**src/rtl/gp_alu_pkg.sv**
```systemverilog
package gp_alu_pkg;

    localparam int OP_W = 4;

    typedef enum logic [OP_W-1:0] {
        OP_WADD  = 4'd0,
        OP_WSUB  = 4'd1,
        OP_DADD  = 4'd2,
        OP_DSUB  = 4'd3,
        OP_AND   = 4'd4,
        OP_OR    = 4'd5,
        OP_XOR   = 4'd6,
        OP_NOR   = 4'd7,
        OP_SLT   = 4'd8,
        OP_SLTU  = 4'd9,
        OP_TEQ   = 4'd10
    } alu_op_e;

    typedef enum logic [1:0] {
        LG_AND = 2'd0,
        LG_OR  = 2'd1,
        LG_XOR = 2'd2,
        LG_NOR = 2'd3
    } logic_fn_e;

    typedef struct packed {
        logic sub;
        logic word;
    } arith_ctl_t;

    typedef enum logic [2:0] {
        SEL_ZERO  = 3'd0,
        SEL_ARITH = 3'd1,
        SEL_LOGIC = 3'd2,
        SEL_SLT   = 3'd3,
        SEL_SLTU  = 3'd4
    } res_sel_e;

    typedef struct packed {
        res_sel_e   sel;
        arith_ctl_t arith;
        logic_fn_e  lfn;
        logic       trap_en;
    } alu_dec_t;

    function automatic alu_dec_t decode_op(input logic [OP_W-1:0] op);
        alu_dec_t d;
        d = '{sel: SEL_ZERO, arith: '{sub: 1'b0, word: 1'b0}, lfn: LG_AND, trap_en: 1'b0};
        case (op)
            OP_WADD: begin d.sel = SEL_ARITH; d.arith.word = 1'b1; end
            OP_WSUB: begin d.sel = SEL_ARITH; d.arith.word = 1'b1; d.arith.sub = 1'b1; end
            OP_DADD: d.sel = SEL_ARITH;
            OP_DSUB: begin d.sel = SEL_ARITH; d.arith.sub = 1'b1; end
            OP_AND:  begin d.sel = SEL_LOGIC; d.lfn = LG_AND; end
            OP_OR:   begin d.sel = SEL_LOGIC; d.lfn = LG_OR;  end
            OP_XOR:  begin d.sel = SEL_LOGIC; d.lfn = LG_XOR; end
            OP_NOR:  begin d.sel = SEL_LOGIC; d.lfn = LG_NOR; end
            OP_SLT:  d.sel = SEL_SLT;
            OP_SLTU: d.sel = SEL_SLTU;
            OP_TEQ:  d.trap_en = 1'b1;
            default: d.sel = SEL_ZERO;
        endcase
        return d;
    endfunction

endpackage

```
**src/rtl/gp_alu_addsub.sv**
```systemverilog
module gp_alu_addsub
    import gp_alu_pkg::*;
#(
    parameter int DATA_W = 64
) (
    input  arith_ctl_t        ctl,
    input  logic [DATA_W-1:0] a,
    input  logic [DATA_W-1:0] b,
    output logic [DATA_W-1:0] y
);
    localparam int HALF_W = DATA_W / 2;

    logic [DATA_W-1:0] b_eff;
    logic [DATA_W-1:0] sum;

    // one shared carry chain: subtract = add inverted operand plus one
    assign b_eff = ctl.sub ? ~b : b;
    assign sum   = a + b_eff + {{(DATA_W-1){1'b0}}, ctl.sub};

    always_comb begin
        if (ctl.word) begin
            y = {{(DATA_W-HALF_W){sum[HALF_W-1]}}, sum[HALF_W-1:0]};
        end else begin
            y = sum;
        end
    end
endmodule

```
**src/rtl/gp_alu_logic.sv**
```systemverilog
module gp_alu_logic
    import gp_alu_pkg::*;
#(
    parameter int DATA_W = 64
) (
    input  logic_fn_e         fn,
    input  logic [DATA_W-1:0] a,
    input  logic [DATA_W-1:0] b,
    output logic [DATA_W-1:0] y
);
    logic [DATA_W-1:0] or_v;
    assign or_v = a | b;

    always_comb begin
        unique case (fn)
            LG_AND:  y = a & b;
            LG_OR:   y = or_v;
            LG_XOR:  y = a ^ b;
            LG_NOR:  y = ~or_v;
            default: y = '0;
        endcase
    end
endmodule

```
**src/rtl/gp_alu_cmp.sv**
```systemverilog
module gp_alu_cmp #(
    parameter int DATA_W = 64
) (
    input  logic [DATA_W-1:0] a,
    input  logic [DATA_W-1:0] b,
    output logic              lt_s,
    output logic              lt_u,
    output logic              eq
);
    logic sign_differs;

    assign lt_u         = a < b;
    assign sign_differs = a[DATA_W-1] ^ b[DATA_W-1];
    // with differing signs the negative operand is smaller
    assign lt_s         = sign_differs ? a[DATA_W-1] : lt_u;
    assign eq           = a == b;
endmodule

```
**src/rtl/gp_int_alu.sv**
```systemverilog
module gp_int_alu
    import gp_alu_pkg::*;
#(
    parameter int DATA_W = 64
) (
    input  logic [3:0]        op_sel,
    input  logic [DATA_W-1:0] rs_val,
    input  logic [DATA_W-1:0] rt_val,
    output logic [DATA_W-1:0] result,
    output logic              trap
);
    alu_dec_t          dec;
    logic [DATA_W-1:0] arith_y;
    logic [DATA_W-1:0] logic_y;
    logic              lt_s;
    logic              lt_u;
    logic              eq;

    assign dec = decode_op(op_sel);

    gp_alu_addsub #(.DATA_W(DATA_W)) u_addsub (
        .ctl (dec.arith),
        .a   (rs_val),
        .b   (rt_val),
        .y   (arith_y)
    );

    gp_alu_logic #(.DATA_W(DATA_W)) u_logic (
        .fn  (dec.lfn),
        .a   (rs_val),
        .b   (rt_val),
        .y   (logic_y)
    );

    gp_alu_cmp #(.DATA_W(DATA_W)) u_cmp (
        .a    (rs_val),
        .b    (rt_val),
        .lt_s (lt_s),
        .lt_u (lt_u),
        .eq   (eq)
    );

    always_comb begin
        case (dec.sel)
            SEL_ARITH: result = arith_y;
            SEL_LOGIC: result = logic_y;
            SEL_SLT:   result = {{(DATA_W-1){1'b0}}, lt_s};
            SEL_SLTU:  result = {{(DATA_W-1){1'b0}}, lt_u};
            default:   result = '0;
        endcase
    end

    assign trap = dec.trap_en & eq;
endmodule

```
**config.mk**
```make
export PLATFORM = sky130hd
export DESIGN_NAME = gp_int_alu
export DESIGN_NICKNAME = d
export VERILOG_FILES = /design/src/rtl/gp_alu_pkg.sv /design/src/rtl/gp_alu_addsub.sv /design/src/rtl/gp_alu_logic.sv /design/src/rtl/gp_alu_cmp.sv /design/src/rtl/gp_int_alu.sv
export SDC_FILE = /design/constraint.sdc
export NUM_CORES = 1
export LEC_CHECK = 0
export BUFFER_PORTS_ARGS = -buffer_cell sky130_fd_sc_hd__buf_2
export CAP_MARGIN = 20
export CORE_ASPECT_RATIO = 1.4
export CORE_MARGIN = 3
export CORE_UTILIZATION = 54
export DETAILED_ROUTE_END_ITERATION = 12
export GPL_ROUTABILITY_DRIVEN = 0
export PLACE_DENSITY = 0.81
export SLEW_MARGIN = 20
export SYNTH_ARGS = -nofsm -noshare
export SYNTH_HDL_FRONTEND = slang
export SYNTH_SLANG_ARGS = --single-unit
```
**constraint.sdc**
```tcl
create_clock -name vclk -period 5.22
set_input_delay 0.783 -clock vclk [all_inputs]
set_output_delay 0.783 -clock vclk [all_outputs]
set_load 0.02 [all_outputs]
```
; ---- Word-level counts from Yosys, hierarchy flattened
; Index checks and enable logic that the tools add are counted.
[op_classes]
n_mux = 10
bitwise_logic = 7
magnitude_cmp = 1
add_sub_neg = 2
n_reduce_logical = 6
eq_ne = 18
[ops]
columns = operator, count
row1 = $pmux W64 S4, 2
row2 = $mux W64, 2
row3 = $not A64 Y64, 2
row4 = $add A64 B1 Y64, 1
row5 = $add A64 B64 Y64, 1
row6 = $and A64 B64 Y64, 1
row7 = $eq A64 B64 Y1, 1
row8 = $lt A64 B64 Y1, 1
row9 = $or A64 B64 Y64, 1
row10 = $xor A64 B64 Y64, 1
row11 = $eq A4 B3 Y1 const B, 4
row12 = $eq A4 B4 Y1 const B, 3
row13 = $pmux W3 S4, 1
row14 = $eq A4 B2 Y1 const B, 2
row15 = $reduce_or A4 Y1, 2
row16 = $eq A3 B2 Y1 const B, 2
row17 = $pmux W2 S3, 1
row18 = $eq A2 B2 Y1 const B, 2
row19 = $eq A4 B1 Y1 const B, 1
row20 = $logic_not A4 Y1, 1
row21 = $mux W1, 4
row22 = $reduce_or A2 Y1, 2
row23 = $eq A3 B1 Y1 const B, 1
row24 = $eq A3 B3 Y1 const B, 1
row25 = 4 further kinds, 4
[word_totals]
elab_cells = 44
reg_bits = 0
input_bits = 132
out_inout_bits = 65

; ---- Logic depth before layout (Yosys ltp)
; Gate-level depths: netlist (run 1).
[depth]
depth_word = 8
ltp_mapped = 19
ltp_nobuf = 14

; ---- By module
; Synthesis (run 1) repeated with hierarchy kept, for this count alone.
[unflattened]
cells_unflattened = 1534
area_unflattened_um2 = 11513.5
[modules_own_cells]
columns = mod, cells_per_inst, n_inst, area_each_um2, seq_area_each_um2
row1 = gp_alu_addsub, 678, 1, 4585.6, 0.0
row2 = gp_alu_logic, 469, 1, 4207.8, 0.0
row3 = gp_alu_cmp, 234, 1, 1667.8, 0.0
row4 = gp_int_alu, 153, 1, 1052.3, 0.0

; ---- Worst setup path before layout (run 1)
; Ideal clock, no wire load.
[synth_path]
path_type = input to output
start = in op_sel[3]
end = out result[59]
t_arrival_ps = 4682
slack_ps = -245
cell_stages = 17
n_path_buf = 4
required_time_ps = 4437
cell_sequence = buf_4 > nor3b_4 > buf_1 > buf_1 > xnor2_1 > ha_1 > clkbuf_1 > a21oi_1 > o21ai_1 > a41o_1 > a21oi_1 > o211ai_1 > o31ai_2 > o21ba_2 > nor2_1 > mux2_2 > a31oi_1
[synth_between]
elab_chain_cells = 8
word_cells_on_any_way = 32
cone_classes = add/sub: 2 / eq/ne: 16 / mux: 8 / reduce/logical: 6
[synth_lines]
columns = element, line
row1 = "start, declared", gp_int_alu.sv:6  ; input logic [3:0] op_sel,
row2 = $eq A4 B1 Y1 / $eq A4 B2 Y1 (equally long branches), gp_alu_pkg.sv:49  ; case (op)
row3 = $reduce_or A2 Y1 (no source line), -
row4 = $mux W1, gp_alu_pkg.sv:49
row5 = $mux W64, gp_alu_addsub.sv:17  ; assign b_eff = ctl.sub ? ~b : b;
row6 = $add A64 B64 Y64, gp_alu_addsub.sv:18  ; assign sum = a + b_eff + {{(DATA_W-1){1'b0}}, ctl.sub};
row7 = $add A64 B1 Y64, gp_alu_addsub.sv:18
row8 = $mux W64, gp_alu_addsub.sv:21  ; if (ctl.word) begin
row9 = $pmux W64 S4 (*), gp_int_alu.sv:44  ; case (dec.sel)
row10 = "end, declared", gp_int_alu.sv:9  ; output logic [DATA_W-1:0] result,
; Every way passes the cells marked *; elsewhere a longest branch is shown, timed or not.

; ---- Final worst setup path (run 1)
[layout_path]
start = in op_sel[2]
end = out result[57]
; Same word-level chain as after synthesis.

==> results of run 1 <==
## metrics by stage
stage	cell area (µm²)	TNS (ns)	hold WS, ns	power (µW)	util (%)
2_1_floorplan	10600	0	1.94	1050	-
4_1_cts	12100	0	2.22	1530	63.0
3_3_place_gp	12100	-0.00779	2.20	1500	62.9
6_report	12600	0	2.20	1630	65.4
5_1_grt	12600	-0.416	2.25	1790	65.4
3_5_place_dp	12100	-0.225	2.22	1520	62.9
## tightest hold or removal path, cell delays in order
cell,delay [ns]
buf_2,0.09
ha_1,0.13
a211o_1,0.11
a31oi_1,0.07
nor2_1,0.07
buf_2,0.16
## power by group through the flow
stage	clock network [µW]	logic [µW]	registers, µW
2_1_floorplan	0	1050	0
3_3_place_gp	0	1500	0
3_5_place_dp	0	1520	0
4_1_cts	0	1530	0
5_1_grt	0.0000256	1790	0
6_report	0.0000257	1630	0
## routing by layer
layer	vias up	routed length [µm]	share of wire [%]	GRT usage, %
li1	5991	-	-	-
met1	5625	13300	39	33.2
met2	515	17200	50	54.8
met3	139	1960	5.7	2.49
met4	4	1760	5.1	12.7
met5	-	33	0.096	0
## cells in the final DEF, fill, tap and decap left out, drive strengths merged, types with 24 or more instances in the layout
master and instances:
inv 200, a21oi 141, mux2i 26, ha 259
nand4 26, o21ai 189, o21bai 29, a21o 24
xnor2 94, nor2 151, nand2 156, buf 287
## layout make-up
type	count	area share (%)
multi-input combinational	1344	76.9
timing repair buffer	289	14.7
inverter	200	5.97
tap	248	2.47
antenna	1	0.0199
## logic make-up (layout without fill, tap and decap cells)
family          count (synthesis)  count (layout)  synth area share (%)
xor+xnor                      114             114                  9.43
buf+inv                       289             489                  10.5
simple gates                  440             440                  18.8
compound gates                503             503                  28.0
fa+ha+maj                     260             260                  30.8
other cells                     0               1                     0
mux                            27              27                  2.56
## final timing paths
path,end,slack [ns]
worst max-delay path,result[57],0.05
worst min-delay path,result[23],2.20
## timing repair
item | 4_1_cts | 5_1_grt
hold buffers | 0 | 0
gates resized for setup | 4 | 69
setup buffers | 1 | 19
gates cloned | 0 | 4
pin swaps | 2 | 29
setup endpoints to repair | 6 | 23
==> impl_metrics.toml, run 1 <==
[outcome]
status = "completed"

[yosys]
synth_largest_area_cell = "ha_1"
synthesis.nets = 2025
syn_inst = 1633
synth_area_mm2 = 0.0106
ys_seq_area_share_pct = 0
yosysTopAreaCellShare_pct = 30.6
avgSynthCellArea_um2 = 6.49
yosysUniqueCellTypes = 64
yosysMostFrequentCell = "ha_1"
yosysWarnings = 0
synth.top_cells.by_count = "ha_1, inv_1, o21ai_0"
synth_area_leaders = "ha_1, o21ai_0, xnor2_1, inv_1, a21oi_1"

[pwr]
ir_drop_uv = 66.4
p_per_area_mw_per_mm2 = 130
p_int_uw = 665
p_leak_uw = 0.00658
p_switching_uw = 967
p_comb_share_pct = 100.0
switching_share_pct = 59.3
pwr-share-clk_pct = 0
seq_power_share_pct = 0

[critical_path]
start_kind = "primary input"
crit_start = "op_sel[2]"
critPathRequiredTime_ns = 4.44
crit_fanout = 8
critPathKind = "primary input to output port"
cp.arrival_ns = 4.39
cp_slowest_cell = "or4_4"
path_buf_inv = 5
end_kind = "output port"
cp.depth = 18
cp_common_cell = "buf_6"
path_delay_family = "simple AND/OR/NAND/NOR gates"
max_stage_delay_ns = 0.54
cp_cell_sequence = "buf_8 > nor3b_4 > buf_6 > clkbuf_16 > buf_6 > xnor2_2 > ha_1 > nand4_1 > or4_4 > nor3_4 > a31o_2 > nor3_4 > o31a_1 > o21a_1 > nor3_2 > mux2i_1 > o21a_1 > buf_6"

[floorplan]
io_pins = 197
core_area_mm2 = 0.0192
initial_core_util_pct = 55.1
dieArea_mm2 = 0.0214
num_rows = 60
fp.dieW_um = 124
die_height_um = 172

[timing]
fmax_mhz = 193
rsz0062_at_grt = "yes"
hold_viol = 0
fin_crit_ns = 5.17
finalSetupViolations = 0
layout_setup_ws_ns = 0.0518
tightest_slew_ns = 0.900
relSlewSlack_pct = 40.0
finalCritPeriodShare_pct = 99.0
drv_slew = 0

[final_layout]
synthToLayoutAreaGrowth_pct = 18.8
n_sequential_cell = 0
final_cells = 2082
multi_input_area_mm2 = 0.00967
final_nets = 2227
drive_gt1_share_pct = 18.5
nClkBuffers = 0
num-fill-cells = 1754
regArea_um2 = 0

[min_path]
hold_depth = 6
hp-class = "primary input to output port"
hold_start = "rt_val[23]"

[route]
drt-pass1-iter-count = 5
drc = 0
postRouteAntennaNets = 0
num_vias = 12300
drtIter0Drc = 784
vias_per_cell = 5.90
routed_wirelength_um = 34200
wire_per_inst_um = 16.4

[placed_design]
place_ws_ns = -0.0729
dpl.cell_count = 2057
io_buffer_count = 197
place_hpwl_um = 27500

[global_routing]
overflow = 0
grt_usage_pct = 29.0
grt_max_degree = 147
antenna_found_initial = 3
grt_pass1_vias = 11600
grt_pass1_wl_um = 53600

[run]
maxCapViolCount = 0
Note: power is estimated with default switching activity, not from simulation.
==> run 2: changes to the inputs <==
CORE_ASPECT_RATIO = 0.5   (was 1.4)
==> run 2 against run 1 <==
Net effect:
- combinational power shrank 2%
- first-iteration DRC count rose by 24%
- sequential share of layout area stayed put
- worst hold slack got worse by 0.096 ns
- critical path depth fell by 1
- critical path type unchanged
- largest cell class unchanged
==> impl_metrics.toml, run 2 (synthesized netlist as in run 1, its figures left out) <==
[placed_design]
place_area_mm2 = 0.0121
dpl.cell_count = 2068
place_hpwl_um = 26500
place_ws_ns = 0.0319
io_buffer_count = 197

[floorplan]
dieArea_mm2 = 0.0214
fp.dieW_um = 204
io_pins = 197
num_rows = 35
core_area_mm2 = 0.0188
die_height_um = 105
initial_core_util_pct = 56.2

[route]
routed_wirelength_um = 32900
wire_per_inst_um = 15.8
drtIter0Drc = 975
postRouteAntennaNets = 0
drc = 0
num_vias = 12000
vias_per_cell = 5.76
drt-pass1-iter-count = 6

[final_layout]
n_sequential_cell = 0
synthToLayoutAreaGrowth_pct = 16.8
layout_common_cells = "ha_1, inv_1, buf_2"
regArea_um2 = 0
final_cells = 2080
postLayoutCoreUtil_pct = 65.7
nClkBuffers = 0
drive_gt1_share_pct = 17.5
final_nets = 2214
stdcell_area_mm2 = 0.0124
final_common_cell = "ha_1"

[run]
maxCapViolCount = 0

[timing]
fmax_mhz = 194
rsz0062_at_grt = "yes"
relSlewSlack_pct = 41.3
tightest_slew_ns = 0.879
drv_slew = 0
layout_setup_ws_ns = 0.0728
finalSetupViolations = 0
fin_crit_ns = 5.15
hold_viol = 0
finalCritPeriodShare_pct = 98.6

[critical_path]
end_kind = "output port"
crit_fanout = 12
critPathKind = "primary input to output port"
critPathRequiredTime_ns = 4.44
cp.arrival_ns = 4.36
start_kind = "primary input"

[pwr]
power_uw = 1590
p_leak_uw = 0.00645
ir_drop_uv = 54.4
p_per_area_mw_per_mm2 = 129

[global_routing]
overflow = 0
antenna_found_initial = 1
grt_max_degree = 85
grt_pass1_wl_um = 51300
grt_pass1_vias = 10500
grt_usage_pct = 28.2

[min_path]
hold_depth = 4
hp-class = "primary input to output port"

[outcome]
status = "completed"

[clock_tree]
hold_buffers = 0
run 2: cell type report:
| class | instances | area, µm² |
|---|---|---|
| Tap cell | 259 | 324 |
| Multi-Input combinational cell | 1344 | 9620 |
| Timing Repair Buffer | 276 | 1670 |
| Fill cell | 1792 | 6460 |
| Antenna cell | 1 | 2.50 |
| Inverter | 200 | 751 |
run 2: power by group:
part | leakage [µW] | total [µW] | switching (µW) | internal (µW)
combinational | 0.00645 | 1590 | 950 | 642
sequential | 0 | 0 | 0 | 0
clock | 0.00000000634 | 0.0000258 | 0 | 0.0000258
run 2: timing repair:
item,4_1_cts,5_1_grt
buffers inserted,0,10
resized for setup,0,36
endpoints found under the setup margin,0,24
run 2: path summary, 6_finish.rpt:
path / startpoint / endpoint / slack [ns]
hold / removal: rs_val[63] / result[0] / 2.11
setup / recovery: op_sel[3] / result[50] / 0.07
run 2: per-layer routing:
metal / share of wire, % / up-vias / track usage, %
met2: 43 / 473 / 45.5
met3: 8.4 / 48 / 2.55
met4: 1.7 / 0 / 4.86
met1: 47 / 5493 / 41.1
li1: - / 5972 / -
met5: 0 / - / 0
run 2: worst max-delay path, cell delays in order:
cell	delay, ns
buf_2	0.12
nor3b_4	0.22
buf_12	0.18
buf_12	0.13
clkbuf_16	0.18
xnor2_1	0.07
ha_1	0.40
nand4_1	0.16
or2_2	0.37
nor4_4	0.32
o211ai_1	0.24
nand2_1	0.18
a21o_1	0.24
a41oi_2	0.17
mux2i_1	0.25
o211ai_1	0.15
buf_2	0.18
run 2: metrics by stage:
stage / setup TNS (ns) / hold slack, ns
2_1_floorplan: 0 / 1.94
3_3_place_gp: 0 / 2.11
3_5_place_dp: 0 / 2.11
4_1_cts: 0 / 2.11
5_1_grt: -0.197 / 2.19
6_report: 0 / 2.11
==> run 3: changes to the inputs <==
PLACE_DENSITY = default   (was 0.81)
PLACE_DENSITY_LB_ADDON = 0.2   (was default)
==> run 3 against run 2 <==
Net effect:
- final cell count increased by 1.7%
- critical path depth decreased by 1
- critical endpoint is now result[60]
- critical path type unchanged
- combinational power increased by 6%
==> impl_metrics.toml, run 3 (synthesized netlist as in run 1, its figures left out) <==
[outcome]
status = "completed"

[min_path]
hold_depth = 4
hold_start = "rs_val[63]"
min_to = "result[0]"
hp-class = "primary input to output port"

[floorplan]
fp.dieW_um = 204
dieArea_mm2 = 0.0214
io_pins = 197
die_height_um = 105
num_rows = 35
core_area_mm2 = 0.0188
initial_core_util_pct = 56.2

[timing]
hold_viol = 0
finalCritPeriodShare_pct = 98.5
rsz0062_at_grt = "yes"
tightest_slew_ns = 1.08
relSlewSlack_pct = 28.2
fmax_mhz = 195
setup_tns_ns = 0
finalSetupViolations = 0
hold_ws_ns = 2.11
drv_slew = 0
fin_crit_ns = 5.14

[critical_path]
crit_fanout = 13
critPathKind = "primary input to output port"
cp.arrival_ns = 4.36
end_kind = "output port"
critPathRequiredTime_ns = 4.44
start_kind = "primary input"

[placed_design]
place_hpwl_um = 28000
dpl.cell_count = 2095
io_buffer_count = 197

[global_routing]
overflow = 0
grt_pass1_vias = 11400
antenna_found_initial = 1
grt_usage_pct = 30.0
grt_pass1_wl_um = 55000
grt_max_degree = 102

[pwr]
power_uw = 1690
p_per_area_mw_per_mm2 = 133
ir_drop_uv = 58.9
p_leak_uw = 0.00665

[route]
routed_wirelength_um = 35300
num_vias = 12400
drtIter0Drc = 882
wire_per_inst_um = 16.7
postRouteAntennaNets = 0
vias_per_cell = 5.87
drc = 0
drt-pass1-iter-count = 10

[final_layout]
drive_gt1_share_pct = 19.7
final_nets = 2248
final_cells = 2115
synthToLayoutAreaGrowth_pct = 20.1
nClkBuffers = 0
num-fill-cells = 1681
final_common_cell = "ha_1"
layout_common_cells = "ha_1, inv_1, buf_2"
regArea_um2 = 0
n_sequential_cell = 0

[run]
maxCapViolCount = 0

[clock_tree]
hold_buffers = 0
[run 3: cell count changes in the layout (fill, tap and decap cells not counted), sizes merged]
cell	previous run	this run
clkbuf	1	2
buf	275	308
diode	1	2
[run 3: timing repair]
action | 4_1_cts | 5_1_grt
gates resized for setup | 1 | 62
setup endpoints to repair | 5 | 26
gates cloned | 1 | 1
pin swaps | 1 | 22
endpoints found under the hold margin | 0 | 0
buffers inserted | 2 | 14
[run 3: worst max path at each step]
stage	start	end	slack, ns	cells past startpoint
floorplan	op_sel[3]	result[62]	0.13	18
global placement	op_sel[3]	result[60]	0.05	17
detailed placement	op_sel[3]	result[60]	-0.03	18
CTS	op_sel[2]	result[60]	0.02	18
global route	op_sel[3]	result[60]	-0.08	16
finish	op_sel[3]	result[60]	0.08	16
[run 3: routing by layer]
layer | part of all wire, % | vias to the layer above | wire length, µm | track usage [%]
met5 | 0 | - | 0 | 0
met4 | 1.7 | 0 | 611 | 5.30
met3 | 7.8 | 46 | 2760 | 2.77
met2 | 45 | 527 | 15800 | 49.7
met1 | 46 | 5818 | 16100 | 42.7
li1 | - | 6027 | - | -
[run 3: report_power, final]
| group | total, µW | internal [µW] | switching, µW |
|---|---|---|---|
| combinational | 1690 | 696 | 995 |
| sequential | 0 | 0 | 0 |
| clock | 0.0000512 | 0.0000512 | 0 |
[run 3: critical path, stage by stage]
cell and delay [ns]:
buf_2 0.12, nor3b_4 0.23, buf_6 0.14, buf_12 0.16
xnor2_1 0.10, ha_2 0.39, nand2_1 0.14, nor4_4 0.33
a31oi_2 0.15, a21o_1 0.24, or4_1 0.47, nand4_1 0.21
buf_6 0.16, nor3_1 0.05, or4_1 0.52, buf_6 0.15
[run 3: final cells by class]
class / instances / area (µm²) / area share [%]
timing repair buffer: 310 / 1930 / 15.2
inverter: 200 / 751 / 5.90
multi-input combinational: 1344 / 9710 / 76.3
antenna: 2 / 5.00 / 0.0394
tap: 259 / 324 / 2.55
[run 3: through the flow]
stage / cell area (µm²) / worst slack, ns / util, %
2_1_floorplan: 10600 / 0.128 / -
3_3_place_gp: 12300 / 0.0455 / 65.3
3_5_place_dp: 12300 / -0.0314 / 65.3
4_1_cts: 12400 / 0.0206 / 65.6
5_1_grt: 12700 / -0.0838 / 67.5
6_report: 12700 / 0.0790 / 67.5
